[src/rtl/tbase_pkg.sv]
// Package: shared defaults and width helper for the TDMA timebase.
// Assumes every range is at least 2.
package tbase_pkg;
    localparam int DEF_REF_PER_BIT    = 9;
    localparam int DEF_BITS_PER_SLOT  = 480;
    localparam int DEF_SLOTS_PER_FRM  = 24;
    localparam int DEF_FRMS_PER_SUPER = 16;
    localparam int DEF_STEP_LAG       = 2;

    // Bits needed to hold values 0..n-1.
    function automatic int cnt_w(input int n);
        return (n > 2) ? $clog2(n) : 1;
    endfunction
endpackage

[src/rtl/tbase_wrap_counter.sv]
// Module: modulo counter with step enable, synchronous load and a
// registered wrap pulse. Assumes RANGE >= 2 and RANGE <= 2**W.
// An out-of-range load value loads 0.
module tbase_wrap_counter #(
    parameter int RANGE = 9,
    parameter int W     = 4
) (
    input  logic         clk,
    input  logic         rst_n,
    input  logic         step,
    input  logic         load,
    input  logic [W-1:0] load_val,
    output logic [W-1:0] cnt,
    output logic         carry,
    output logic         wrap_pulse
);
    localparam logic [W:0]   RANGE_X = (W+1)'(RANGE);
    localparam logic [W-1:0] TOP     = W'(RANGE - 1);

    logic at_top;
    logic load_ok;

    // Decode top value and load legality.
    always_comb begin
        at_top  = (cnt == TOP);
        load_ok = ({1'b0, load_val} < RANGE_X);
        carry   = step && at_top && !load;
    end

    // Count, load, and register the wrap pulse.
    always_ff @(posedge clk) begin
        if (!rst_n) begin
            cnt        <= '0;
            wrap_pulse <= 1'b0;
        end else if (load) begin
            cnt        <= load_ok ? load_val : '0;
            wrap_pulse <= 1'b0;
        end else if (step) begin
            cnt        <= at_top ? '0 : cnt + W'(1);
            wrap_pulse <= at_top;
        end else begin
            wrap_pulse <= 1'b0;
        end
    end

    AST_CNT_RANGE: assert property (@(posedge clk) disable iff (!rst_n)
        ({1'b0, cnt} < RANGE_X));
    AST_HOLD_IDLE: assert property (@(posedge clk) disable iff (!rst_n)
        (!load && !step) |=> (cnt == $past(cnt)));
    AST_LOAD_LANDS: assert property (@(posedge clk) disable iff (!rst_n)
        load |=> (cnt == (({1'b0, $past(load_val)} < RANGE_X) ? $past(load_val) : '0)));
    AST_LOAD_NO_PULSE: assert property (@(posedge clk) disable iff (!rst_n)
        load |=> !wrap_pulse);
    AST_PULSE_AT_ZERO: assert property (@(posedge clk) disable iff (!rst_n)
        wrap_pulse |-> (cnt == '0));
    AST_PULSE_ONE_CYCLE: assert property (@(posedge clk) disable iff (!rst_n)
        wrap_pulse |=> !wrap_pulse);
endmodule

[src/rtl/tbase_step_lag.sv]
// Module: fixed pipeline of LAG system cycles between the prescaler
// terminal pulse and the bit step. LAG = 0 is a plain wire. A clear
// empties the pipeline, discarding steps in flight.
module tbase_step_lag #(
    parameter int LAG = 2
) (
    input  logic clk,
    input  logic rst_n,
    input  logic clear,
    input  logic pulse_in,
    output logic pulse_out
);
    generate
        if (LAG == 0) begin : g_wire
            // No lag: pass straight through.
            assign pulse_out = pulse_in;
        end else if (LAG == 1) begin : g_one
            logic stage;
            // Single register stage.
            always_ff @(posedge clk) begin
                if (!rst_n || clear) stage <= 1'b0;
                else                 stage <= pulse_in;
            end
            assign pulse_out = stage;
        end else begin : g_many
            logic [LAG-1:0] stages;
            // Shift register of LAG stages.
            always_ff @(posedge clk) begin
                if (!rst_n || clear) stages <= '0;
                else                 stages <= {stages[LAG-2:0], pulse_in};
            end
            assign pulse_out = stages[LAG-1];
        end
    endgenerate
endmodule

[src/rtl/tdma_timebase.sv]
// Module: cascaded prescaler / bit / slot / frame timebase for a TDMA
// air interface. Assumes ref_tick is a one-cycle enable in the clk
// domain. Load overrides counting and flushes the step pipeline.
module tdma_timebase
    import tbase_pkg::*;
#(
    parameter int REF_PER_BIT    = DEF_REF_PER_BIT,
    parameter int BITS_PER_SLOT  = DEF_BITS_PER_SLOT,
    parameter int SLOTS_PER_FRM  = DEF_SLOTS_PER_FRM,
    parameter int FRMS_PER_SUPER = DEF_FRMS_PER_SUPER,
    parameter int STEP_LAG       = DEF_STEP_LAG,
    localparam int PW = cnt_w(REF_PER_BIT),
    localparam int BW = cnt_w(BITS_PER_SLOT),
    localparam int SW = cnt_w(SLOTS_PER_FRM),
    localparam int FW = cnt_w(FRMS_PER_SUPER)
) (
    input  logic          clk,
    input  logic          rst_n,
    input  logic          ref_tick,
    input  logic          load,
    input  logic [PW-1:0] load_pre,
    input  logic [BW-1:0] load_bit,
    input  logic [SW-1:0] load_slot,
    input  logic [FW-1:0] load_frame,
    output logic [PW-1:0] pre_cnt,
    output logic [BW-1:0] bit_cnt,
    output logic [SW-1:0] slot_cnt,
    output logic [FW-1:0] frame_cnt,
    output logic          pre_wrap,
    output logic          bit_wrap,
    output logic          slot_wrap,
    output logic          frame_wrap
);
    logic pre_carry, bit_step, bit_carry, slot_carry, frame_carry;

    tbase_wrap_counter #(.RANGE(REF_PER_BIT), .W(PW)) u_pre (
        .clk(clk), .rst_n(rst_n), .step(ref_tick), .load(load),
        .load_val(load_pre), .cnt(pre_cnt), .carry(pre_carry),
        .wrap_pulse(pre_wrap));

    tbase_step_lag #(.LAG(STEP_LAG)) u_lag (
        .clk(clk), .rst_n(rst_n), .clear(load),
        .pulse_in(pre_carry), .pulse_out(bit_step));

    tbase_wrap_counter #(.RANGE(BITS_PER_SLOT), .W(BW)) u_bit (
        .clk(clk), .rst_n(rst_n), .step(bit_step), .load(load),
        .load_val(load_bit), .cnt(bit_cnt), .carry(bit_carry),
        .wrap_pulse(bit_wrap));

    tbase_wrap_counter #(.RANGE(SLOTS_PER_FRM), .W(SW)) u_slot (
        .clk(clk), .rst_n(rst_n), .step(bit_carry), .load(load),
        .load_val(load_slot), .cnt(slot_cnt), .carry(slot_carry),
        .wrap_pulse(slot_wrap));

    tbase_wrap_counter #(.RANGE(FRMS_PER_SUPER), .W(FW)) u_frame (
        .clk(clk), .rst_n(rst_n), .step(slot_carry), .load(load),
        .load_val(load_frame), .cnt(frame_cnt), .carry(frame_carry),
        .wrap_pulse(frame_wrap));

    AST_SLOT_BY_CARRY: assert property (@(posedge clk) disable iff (!rst_n)
        (!$past(load) && slot_cnt != $past(slot_cnt)) |->
        (bit_cnt == '0 && $past(bit_cnt) == BW'(BITS_PER_SLOT - 1)));
    AST_FRAME_BY_CARRY: assert property (@(posedge clk) disable iff (!rst_n)
        (!$past(load) && frame_cnt != $past(frame_cnt)) |->
        (slot_cnt == '0 && $past(slot_cnt) == SW'(SLOTS_PER_FRM - 1)));
    AST_SUPER_ROLL: assert property (@(posedge clk) disable iff (!rst_n)
        frame_carry |=> (frame_cnt == '0 && slot_cnt == '0 && bit_cnt == '0));
    AST_BIT_HOLD_NO_STEP: assert property (@(posedge clk) disable iff (!rst_n)
        (!load && !bit_step) |=> (bit_cnt == $past(bit_cnt)));
endmodule

[config.mk]
export PLATFORM = sky130hd
export DESIGN_NAME = tdma_timebase
export DESIGN_NICKNAME = d
export VERILOG_FILES = /design/src/rtl/tbase_pkg.sv /design/src/rtl/tbase_wrap_counter.sv /design/src/rtl/tbase_step_lag.sv /design/src/rtl/tdma_timebase.sv
export SDC_FILE = /design/constraint.sdc
export NUM_CORES = 1
export LEC_CHECK = 0
export BUFFER_PORTS_ARGS = -buffer_cell sky130_fd_sc_hd__buf_2
export CORE_MARGIN = 2
export CORE_UTILIZATION = 34
export DETAILED_ROUTE_END_ITERATION = 10
export GPL_TIMING_DRIVEN = 0
export PLACE_DENSITY = 0.57
export SLEW_MARGIN = 20
export SYNTH_ARGS = -nofsm -noshare
export SYNTH_HDL_FRONTEND = slang
export SYNTH_SLANG_ARGS = --single-unit
[constraint.sdc]
create_clock -name clk -period 5.1 [get_ports clk]
set_input_delay 0.51 -clock clk [delete_from_list [all_inputs] [get_ports clk]]
set_output_delay 0.51 -clock clk [all_outputs]
set_load 0.1 [all_outputs]
==> impl_results.md, run 1 <==
- Layout area overhead: 24.5%
- Postcts setup bufs: 0
- Slew @ Worst Pin: 0.553 ns
- Average footprint of a synthesized cell: 8.43 sq um
- Post-synthesis instance total: 187
- Post-synthesis compound-gate area fraction: 0.225
- CP max-delay cell: nor3_1
- Xor and xnor area share after synthesis: 0.0111
- Post-CTS Hold Fix Bufs: 0
- Post-synthesis sequential area ratio: 0.356
- Worst path depth: 5
- CP startpoint kind: flop
- Max-cap violations: 0
- Vias in the first global route: 1475
- Post-synth EDFFs: 0
- ANT nets after route: 0
- DR iter-0 viols: 94
- CTS H-tree depth: 1
- CP bufs+invs: 0
- Number of distinct library cells after synthesis: 46
- Clock sink count: 28
- Syn. warnings: 0
- Critical path cell sequence: ha_1 > nand2_1 > nor3_1 > o22a_2 > o221a_2
- Port Buffers: 50
- Commonest cells after routing, fill and taps aside: buf_2 (51), dfxtp_1 (28), o21ai_0 (17)
- CP Capture Type: flop
- Share of cells above drive strength 1: 0.261
- Drt first pass iters: 4
- Initial antenna violation count: 0
- Post-Synth Adder-Cell Area: 0.0397
- Routability congestion estimate: 0.792
- M2 GR Usage: 0.283
- Largest family of logic cells by synthesized area: simple AND/OR/NAND/NOR gates
- Post-synth ARST share: 0
- Filler cells: 439
- Std cell rows: 24
- CP top delay family: simple AND/OR/NAND/NOR gates
- Period utilization: 0.392
- Critical Path AT: 2.23 ns
- Clock-pin slew on the worst setup and hold paths: 0.10 ns
- Clk_skew: 0.00442 ns
- Die height: 72.1 um
- Worst-Skew Late Latency: 0.28 ns
- First-pass GRT wire length: 7.28 mm
- Met1 usage: 0.247
- Total Routing Usage GR: 0.176
- Largest net degree at the start of global routing: 17
- Peak-usage layer in the global routing report: met2
- Chip Width: 72.1 um
- Tmin final: 2.00 ns
- I/O pin count: 52
- FF+latch count, synth: 28
- Status: complete, no violations
- Critical Path RT: 5.33 ns
- Clock root buffer: clkbuf_8
- Vias/cell: 5.54
- Global route overflow: 0
- Post-synth top area cell: dfxtp_1
- Vias: 1624
- Area of the die: 5200 sq um
- Final setup fails: 0
- Total Wirelength: 4.45 mm
- Core area: 4410 sq um
- Starting Density: 0.357
- Mapped Nets: 218
- Post-synth top flop: dfxtp_1
- Commonest non-fill, non-tap cell in the layout: buf_2
- RSZ-0062 raised after global routing: false
- Fmax: 0.500 GHz
- Power Total: 552 uW
- Crit path largest cell delay: 0.52 ns
- Nets: 273
- Remaining DRCs: 0
- Critical path class: reg -> reg
- Clock buffer depth: 2
- CTS tree: done
- Avg WL per Cell: 15.2 um
- Final Cell Area: 1960 sq um
- Worst-path maximum fanout: 8
- Layout Cells excl Fill: 293
- Worst hold path class: reg -> reg
- Cell total after placement: 289
- Worst hold path cell count: 1
- IR drop worst, VDD: 0.106 mV
- Relative slew slack: 0.629
- Power per cell area: 281 nW/um^2
- Max Slew Vio Count: 0
- Mapped cell area: 1580 sq um
- Cts repair resizes: 0
- Mux share of post-synthesis cell area: 0.0317
- Placement Cell Area: 1890 sq um
- Top post-synthesis cells by area: dfxtp_1 (36%), o21ai_0 (5.4%), nand3_1 (4.4%), ha_1 (4.0%), a21oi_1 (3.2%)
- Synth top area share: 0.356
- Lkg Pwr: 0.901 nW
- Ant diodes: 0
- Setup_tns: 0 ns
- Simple-gate portion of the synthesized area: 0.294
- Reg2Reg Depth: 5
- Hold Violations, Final: 0
- HPWL Detailed: 3.25 mm
- Cts bufs inserted: 3
- Met3 Usage GRT: 0.0250
[cells by family (layout without fill, tap and decap cells)]
family | count (synthesis) | after routing
muxes | 5 | 5
buffers and inverters | 17 | 71
adders and majority gates | 5 | 5
and+or+nand+nor | 75 | 75
AOI/OAI and AO/OA | 55 | 55
DFF | 28 | 28
xor gates and xnor gates | 2 | 2
[synth_stat cells, drive strengths merged (3+ instances only)]
library cell / count
a21oi: 10
dfxtp: 28
nand2: 12
nand3: 14
nor3: 4
nor4: 7
inv: 6
and3: 5
clkbuf: 9
a21boi: 3
a31oi: 4
nand4: 7
and2: 5
nor2: 8
mux2i: 5
o22ai: 4
o21ai: 17
nor2b: 4
ha: 5
[sequential cells by signal (all words and copies together), names as in the netlist]
register             count
u_frame.cnt              4
u_pre.cnt                4
u_pre.wrap_pulse         1
u_slot.cnt               5
u_lag.g_many.stages      2
u_bit.wrap_pulse         1
u_frame.wrap_pulse       1
u_bit.cnt                9
u_slot.wrap_pulse        1
[final timing paths]
| check | from | endpoint | slack (ns) |
|---|---|---|---|
| worst min register to register | u_lag.g_many.stages[0] | u_lag.g_many.stages[1] | 0.44 |
| worst max register to register | u_bit.cnt[0] | u_slot.cnt[2] | 3.10 |
| worst max-delay path | u_bit.cnt[0] | u_slot.cnt[2] | 3.10 |
| worst min-delay path | u_lag.g_many.stages[0] | u_lag.g_many.stages[1] | 0.44 |
[power breakdown]
part	internal, mW	total (mW)	switching (mW)
Clock	0.105	0.180	0.0746
Sequential	0.228	0.241	0.0131
Combinational	0.0316	0.132	0.100
Total	0.365	0.552	0.188
[stage by stage]
step / hold WS [ns] / setup slack [ns] / util
2_1_floorplan: 0.406 / 2.73 / -
3_3_place_gp: 0.411 / 3.09 / 0.429
3_5_place_dp: 0.418 / 3.11 / 0.429
4_1_cts: 0.444 / 3.08 / 0.445
5_1_grt: 0.458 / 2.91 / 0.445
6_report: 0.437 / 3.10 / 0.445
[layer usage]
metal / share of wire / vias to the layer above
met2: 0.47 / 43
met5: 0 / -
met4: 0.0099 / 0
met1: 0.47 / 757
met3: 0.047 / 6
li1: - / 818
[cell type report]
type / instances / area [sq um] / area share
Multi-Input combinational cell: 142 / 950 / 0.484
Sequential cell: 28 / 561 / 0.286
Timing Repair Buffer: 50 / 250 / 0.127
Tap cell: 52 / 65.1 / 0.0331
Buffer: 11 / 43.8 / 0.0223
Clock buffer: 3 / 41.3 / 0.0210
Clock inverter: 1 / 30.0 / 0.0153
Inverter: 6 / 22.5 / 0.0115
Note: power is estimated with default switching activity, not from simulation.
==> run 2, diff against run 1 <==
PLACE_DENSITY = 0.6   (was 0.57)
clock period = 1.7 ns   (was 5.1 ns; I/O delays follow)
==> impl_results.md, run 2 (synthesis gave the netlist of run 1 again) <==
- Status: complete, no violations
- Critical Path RT: 1.87 ns
- Fmax: 0.618 GHz
- Total Routing Usage GR: 0.173
- Global route overflow: 0
- CP top delay family: simple AND/OR/NAND/NOR gates
- Initial antenna violation count: 0
- Chip Width: 72.1 um
- Reg2Reg Setup Slack: 0.08 ns
- Power per cell area: 737 nW/um^2
- DR iter-0 viols: 94
- Reg2Reg Depth: 5
- Layout area overhead: 29.0%
- CP Capture Type: flop
- Hold slack: 0.128 ns
- Worst-Skew Late Latency: 0.28 ns
- Largest registers: u_bit.cnt (9), u_slot.cnt (5)
- Met3 WL: 251 um
- Nets: 275
- IR drop worst, VDD: 0.482 mV
- Filler cells: 445
- Critical path cell sequence: nand3_1 > buf_2 > nor4_4 > nor2_1 > o221a_2
- Commonest cells after routing, fill and taps aside: buf_2 (51), o21ai_0 (16), nand3_1 (14)
- First-pass GRT wire length: 7.13 mm
- Final setup fails: 0
- Critical path class: reg -> reg
- Share of cells above drive strength 1: 0.362
- Max FFs per register: 9
- Placement Cell Area: 1960 sq um
- Max-cap violations: 0
- Reg-to-Reg Start: u_bit.cnt[2]
- Cts bufs inserted: 3
- CTS tree: done
- I/O pin count: 52
- Clock sink count: 28
- Relative slew slack: 0.635
- Worst-path maximum fanout: 10
- CP bufs+invs: 1
- Clock-pin slew on the worst setup and hold paths: 0.10 ns
- Cell total after placement: 289
- CP startpoint kind: flop
- Max Slew Vio Count: 0
- DR WL met2: 2.06 mm
- Setup_tns: 0 ns
- Clk_skew: 0.00297 ns
- Clock root buffer: clkbuf_8
- Remaining DRCs: 0
- Clock buffer depth: 2
- Commonest non-fill, non-tap cell in the layout: buf_2
- Routability congestion estimate: 0.874
- Vias/cell: 5.56
- Worst hold path cell count: 3
- Hold EP: u_slot.cnt[0]
- Largest net degree at the start of global routing: 16
- CP max-delay cell: dfxtp_4
- Area of the multi-input gates: 982 sq um
- Top sig layer: met4
- Port Buffers: 50
- Drt first pass iters: 4
- Critical Path AT: 1.79 ns
- Worst hold path class: in -> reg
- Vias: 1639
- Slew @ Worst Pin: 0.548 ns
- DP Worst Slack: 0.0340 ns
- Total Wirelength: 4.49 mm
- CTS H-tree depth: 1
- Lkg Pwr: 0.908 nW
- Die height: 72.1 um
- Final WS setup: 0.0819 ns
- Worst Hold Launch: load_slot[0]
- Hold Violations, Final: 0
- HPWL Detailed: 3.27 mm
- Final Cell Area: 2030 sq um
- Starting Density: 0.357
- Avg WL per Cell: 15.2 um
- Core area: 4410 sq um
- Ant diodes: 0
- Crit path largest cell delay: 0.40 ns
- Wl on met1: 2.11 mm
- Area of the die: 5200 sq um
- Layout Cells excl Fill: 295
- Top reg by flops: u_bit.cnt
- FF-to-FF End: u_slot.cnt[2]
- ANT nets after route: 0
- Std cell rows: 24
- Reg area: 611 sq um
- Tmin final: 1.62 ns
- Period utilization: 0.952
- Post-CTS Hold Fix Bufs: 0
- Vias in the first global route: 1498
## run 2: changes by cell type in the layout (fill, tap and decap cells not counted), sizes merged
| cell | before | now |
|---|---|---|
| buf | 52 | 54 |
| bufinv | 1 | 0 |
| clkinv | 0 | 1 |
## run 2: layout make-up
class                      count  share of cell area
clock inverter                 1             0.00185
multi-input combinational    142               0.483
sequential                    28               0.300
clock buffer                   3              0.0203
inverter                       6              0.0111
timing repair buffer          52               0.130
tap                           52              0.0320
buffer                        11              0.0215
## run 2: report_power, final
part | switching, mW | internal [mW]
Combinational | 0.303 | 0.0995
Sequential | 0.0418 | 0.679
Clock | 0.214 | 0.163
Total | 0.559 | 0.941
## run 2: worst max path at each step
stage,from,end,slack (ns),depth (start not counted)
CTS,u_bit.cnt[0],u_bit.cnt[5],0.06,5
detailed placement,load,u_bit.wrap_pulse,0.03,6
finish,u_bit.cnt[2],u_slot.cnt[2],0.08,5
global route,u_slot.cnt[0],u_frame.cnt[1],-0.003,6
global placement,load,u_bit.cnt[5],0.006,6
floorplan,u_bit.cnt[2],u_slot.cnt[2],-0.02,5
## run 2: metrics by stage
step                      utilization  total power [mW]
after floorplan                     -              1.03
after global placement          0.444              1.13
after detailed placement        0.444              1.13
after CTS                       0.455              1.51
after global routing            0.461              1.57
final                           0.461              1.50
## run 2: metal layers
layer / vias up / GRT usage
li1: 820 / -
met1: 763 / 0.225
met2: 49 / 0.290
met3: 7 / 0.0347
met4: 0 / 0.0503
met5: - / 0
## run 2: tightest hold or removal path, delay by kind of cell
family / cells / cell delay [ns]
AO/OA/AOI/OAI: 1 / 0.07
AND/OR/NAND/NOR: 1 / 0.05
buffers and inverters: 1 / 0.08
## run 2: repair_timing
item                       4_1_cts  5_1_grt
buffers inserted                 0        2
setup endpoints to repair        0        6
resized for setup                0        3
hold endpoints to repair         0        0
==> run 3, diff against run 2 <==
HOLD_SLACK_MARGIN = 0.03   (was unset)
PLACE_DENSITY = 0.56   (was 0.6)
==> impl_results.md, run 3 (synthesis gave the netlist of run 1 again) <==
- Status: complete, no violations
- Clk_skew: 0.00352 ns
- Remaining DRCs: 0
- Ant diodes: 0
- CP Capture Type: flop
- Setup_tns: 0 ns
- Vias in the first global route: 1414
- Clock power frac: 0.320
- Max-cap violations: 0
- Clock-pin slew on the worst setup and hold paths: 0.10 ns
- Area of the die: 5200 sq um
- Combinational power share: 0.242
- HPWL Detailed: 3.27 mm
- Final WS setup: 0.0493 ns
- Vias/cell: 5.60
- DP Worst Slack: 0.00916 ns
- Internal power: 1.09 mW
- Largest registers: u_bit.cnt (9), u_slot.cnt (5)
- Relative slew slack: 0.623
- Filler cells: 442
- Critical path cell sequence: ha_4 > nand4b_1 > nor4_4 > buf_4 > mux2i_1 > a21oi_1
- Core area: 4410 sq um
- First-pass GRT wire length: 7.11 mm
- Placement Cell Area: 1960 sq um
- Total Routing Usage GR: 0.172
- Power Total: 1.65 mW
- CP startpoint kind: flop
- Clock root buffer: clkbuf_8
- Slew @ Worst Pin: 0.564 ns
- Share of cells above drive strength 1: 0.381
- Avg WL per Cell: 15.1 um
- Port Buffers: 50
- Switching pwr: 556 uW
- Max FFs per register: 9
- Critical Path AT: 1.81 ns
- Std cell rows: 24
- Clock sink count: 28
- Nets: 276
- Fraction of power spent switching nets: 0.337
- IR drop worst, VDD: 0.475 mV
- Top reg by flops: u_bit.cnt
- Chip Width: 72.1 um
- I/O pin count: 52
- Post-CTS Hold Fix Bufs: 0
- Drt first pass iters: 5
- CP bufs+invs: 1
- DR iter-0 viols: 75
- Vias: 1659
- Commonest non-fill, non-tap cell in the layout: buf_2
- Routability congestion estimate: 0.786
- CP top delay family: simple AND/OR/NAND/NOR gates
- Max Slew Vio Count: 0
- Final Cell Area: 2090 sq um
- Layout area overhead: 32.8%
- Global route overflow: 0
- Fmax: 0.606 GHz
- Final setup fails: 0
- Total Wirelength: 4.47 mm
- Hold Violations, Final: 0
- Starting Density: 0.357
- Tmin final: 1.65 ns
- Critical Path RT: 1.86 ns
- RSZ-0062 raised after global routing: false
- Worst hold path class: in -> reg
- CP max-delay cell: dfxtp_4
- Power per cell area: 787 nW/um^2
- Worst-Skew Late Latency: 0.28 ns
- CTS H-tree depth: 1
- Cts bufs inserted: 3
- Period utilization: 0.971
- Die height: 72.1 um
- Largest net degree at the start of global routing: 17
- Sequential share of power: 0.438
- ANT nets after route: 0
- Critical path class: reg -> reg
- CTS tree: done
- Initial antenna violation count: 0
- Worst-path maximum fanout: 5
- Clock buffer depth: 2
- Commonest cells after routing, fill and taps aside: buf_2 (50), o21ai_0 (16), nand3_1 (13)
- Hold slack: 0.127 ns
- Lkg Pwr: 0.944 nW
- Crit path largest cell delay: 0.39 ns
## run 3: worst paths after layout
kind / to / from / slack [ns] / cells past startpoint
worst min-delay path: u_bit.cnt[1] / load_bit[1] / 0.13 / 3
worst max-delay path: u_frame.cnt[1] / u_slot.cnt[0] / 0.05 / 6
worst min register to register: u_lag.g_many.stages[1] / u_lag.g_many.stages[0] / 0.44 / 1
worst max register to register: u_frame.cnt[1] / u_slot.cnt[0] / 0.05 / 6
## run 3: per-stage QoR
stage / cells / util
5_1_grt: 296 / 0.474
2_1_floorplan: 187 / -
6_report: 296 / 0.474
4_1_cts: 293 / 0.461
3_5_place_dp: 289 / 0.444
3_3_place_gp: 289 / 0.444
## run 3: repair_timing
item | CTS | global route
setup endpoints to repair | 0 | 5
setup buffers | 0 | 3
resized for setup | 0 | 9
## run 3: layout make-up
| cell class | count | area, sq um | share of cell area |
|---|---|---|---|
| Clock buffer | 3 | 41.3 | 0.0197 |
| Tap cell | 52 | 65.1 | 0.0311 |
| Buffer | 11 | 46.3 | 0.0221 |
| Timing Repair Buffer | 53 | 273 | 0.130 |
| Sequential cell | 28 | 611 | 0.292 |
| Multi-Input combinational cell | 142 | 1000 | 0.480 |
| Inverter | 6 | 22.5 | 0.0108 |
| Clock inverter | 1 | 30.0 | 0.0143 |
## run 3: per-layer routing
layer / share of wire / vias up / track usage
li1: - / 827 / -
met1: 0.46 / 771 / 0.234
met2: 0.47 / 54 / 0.281
met3: 0.054 / 7 / 0.0375
met4: 0.011 / 0 / 0.0314
met5: 0 / - / 0
## run 3: tightest hold or removal path, stage by stage
cell and delay [ns]:
buf_2 0.07, a21oi_1 0.05, nor2_1 0.08
## run 3: power by group through the flow
stage	combinational (mW)	sequential, mW	clock [mW]
after global placement	0.398	0.737	0
after detailed placement	0.399	0.735	0
after global routing	0.425	0.729	0.579
after floorplan	0.109	0.924	0
final	0.399	0.722	0.526
after CTS	0.400	0.720	0.549
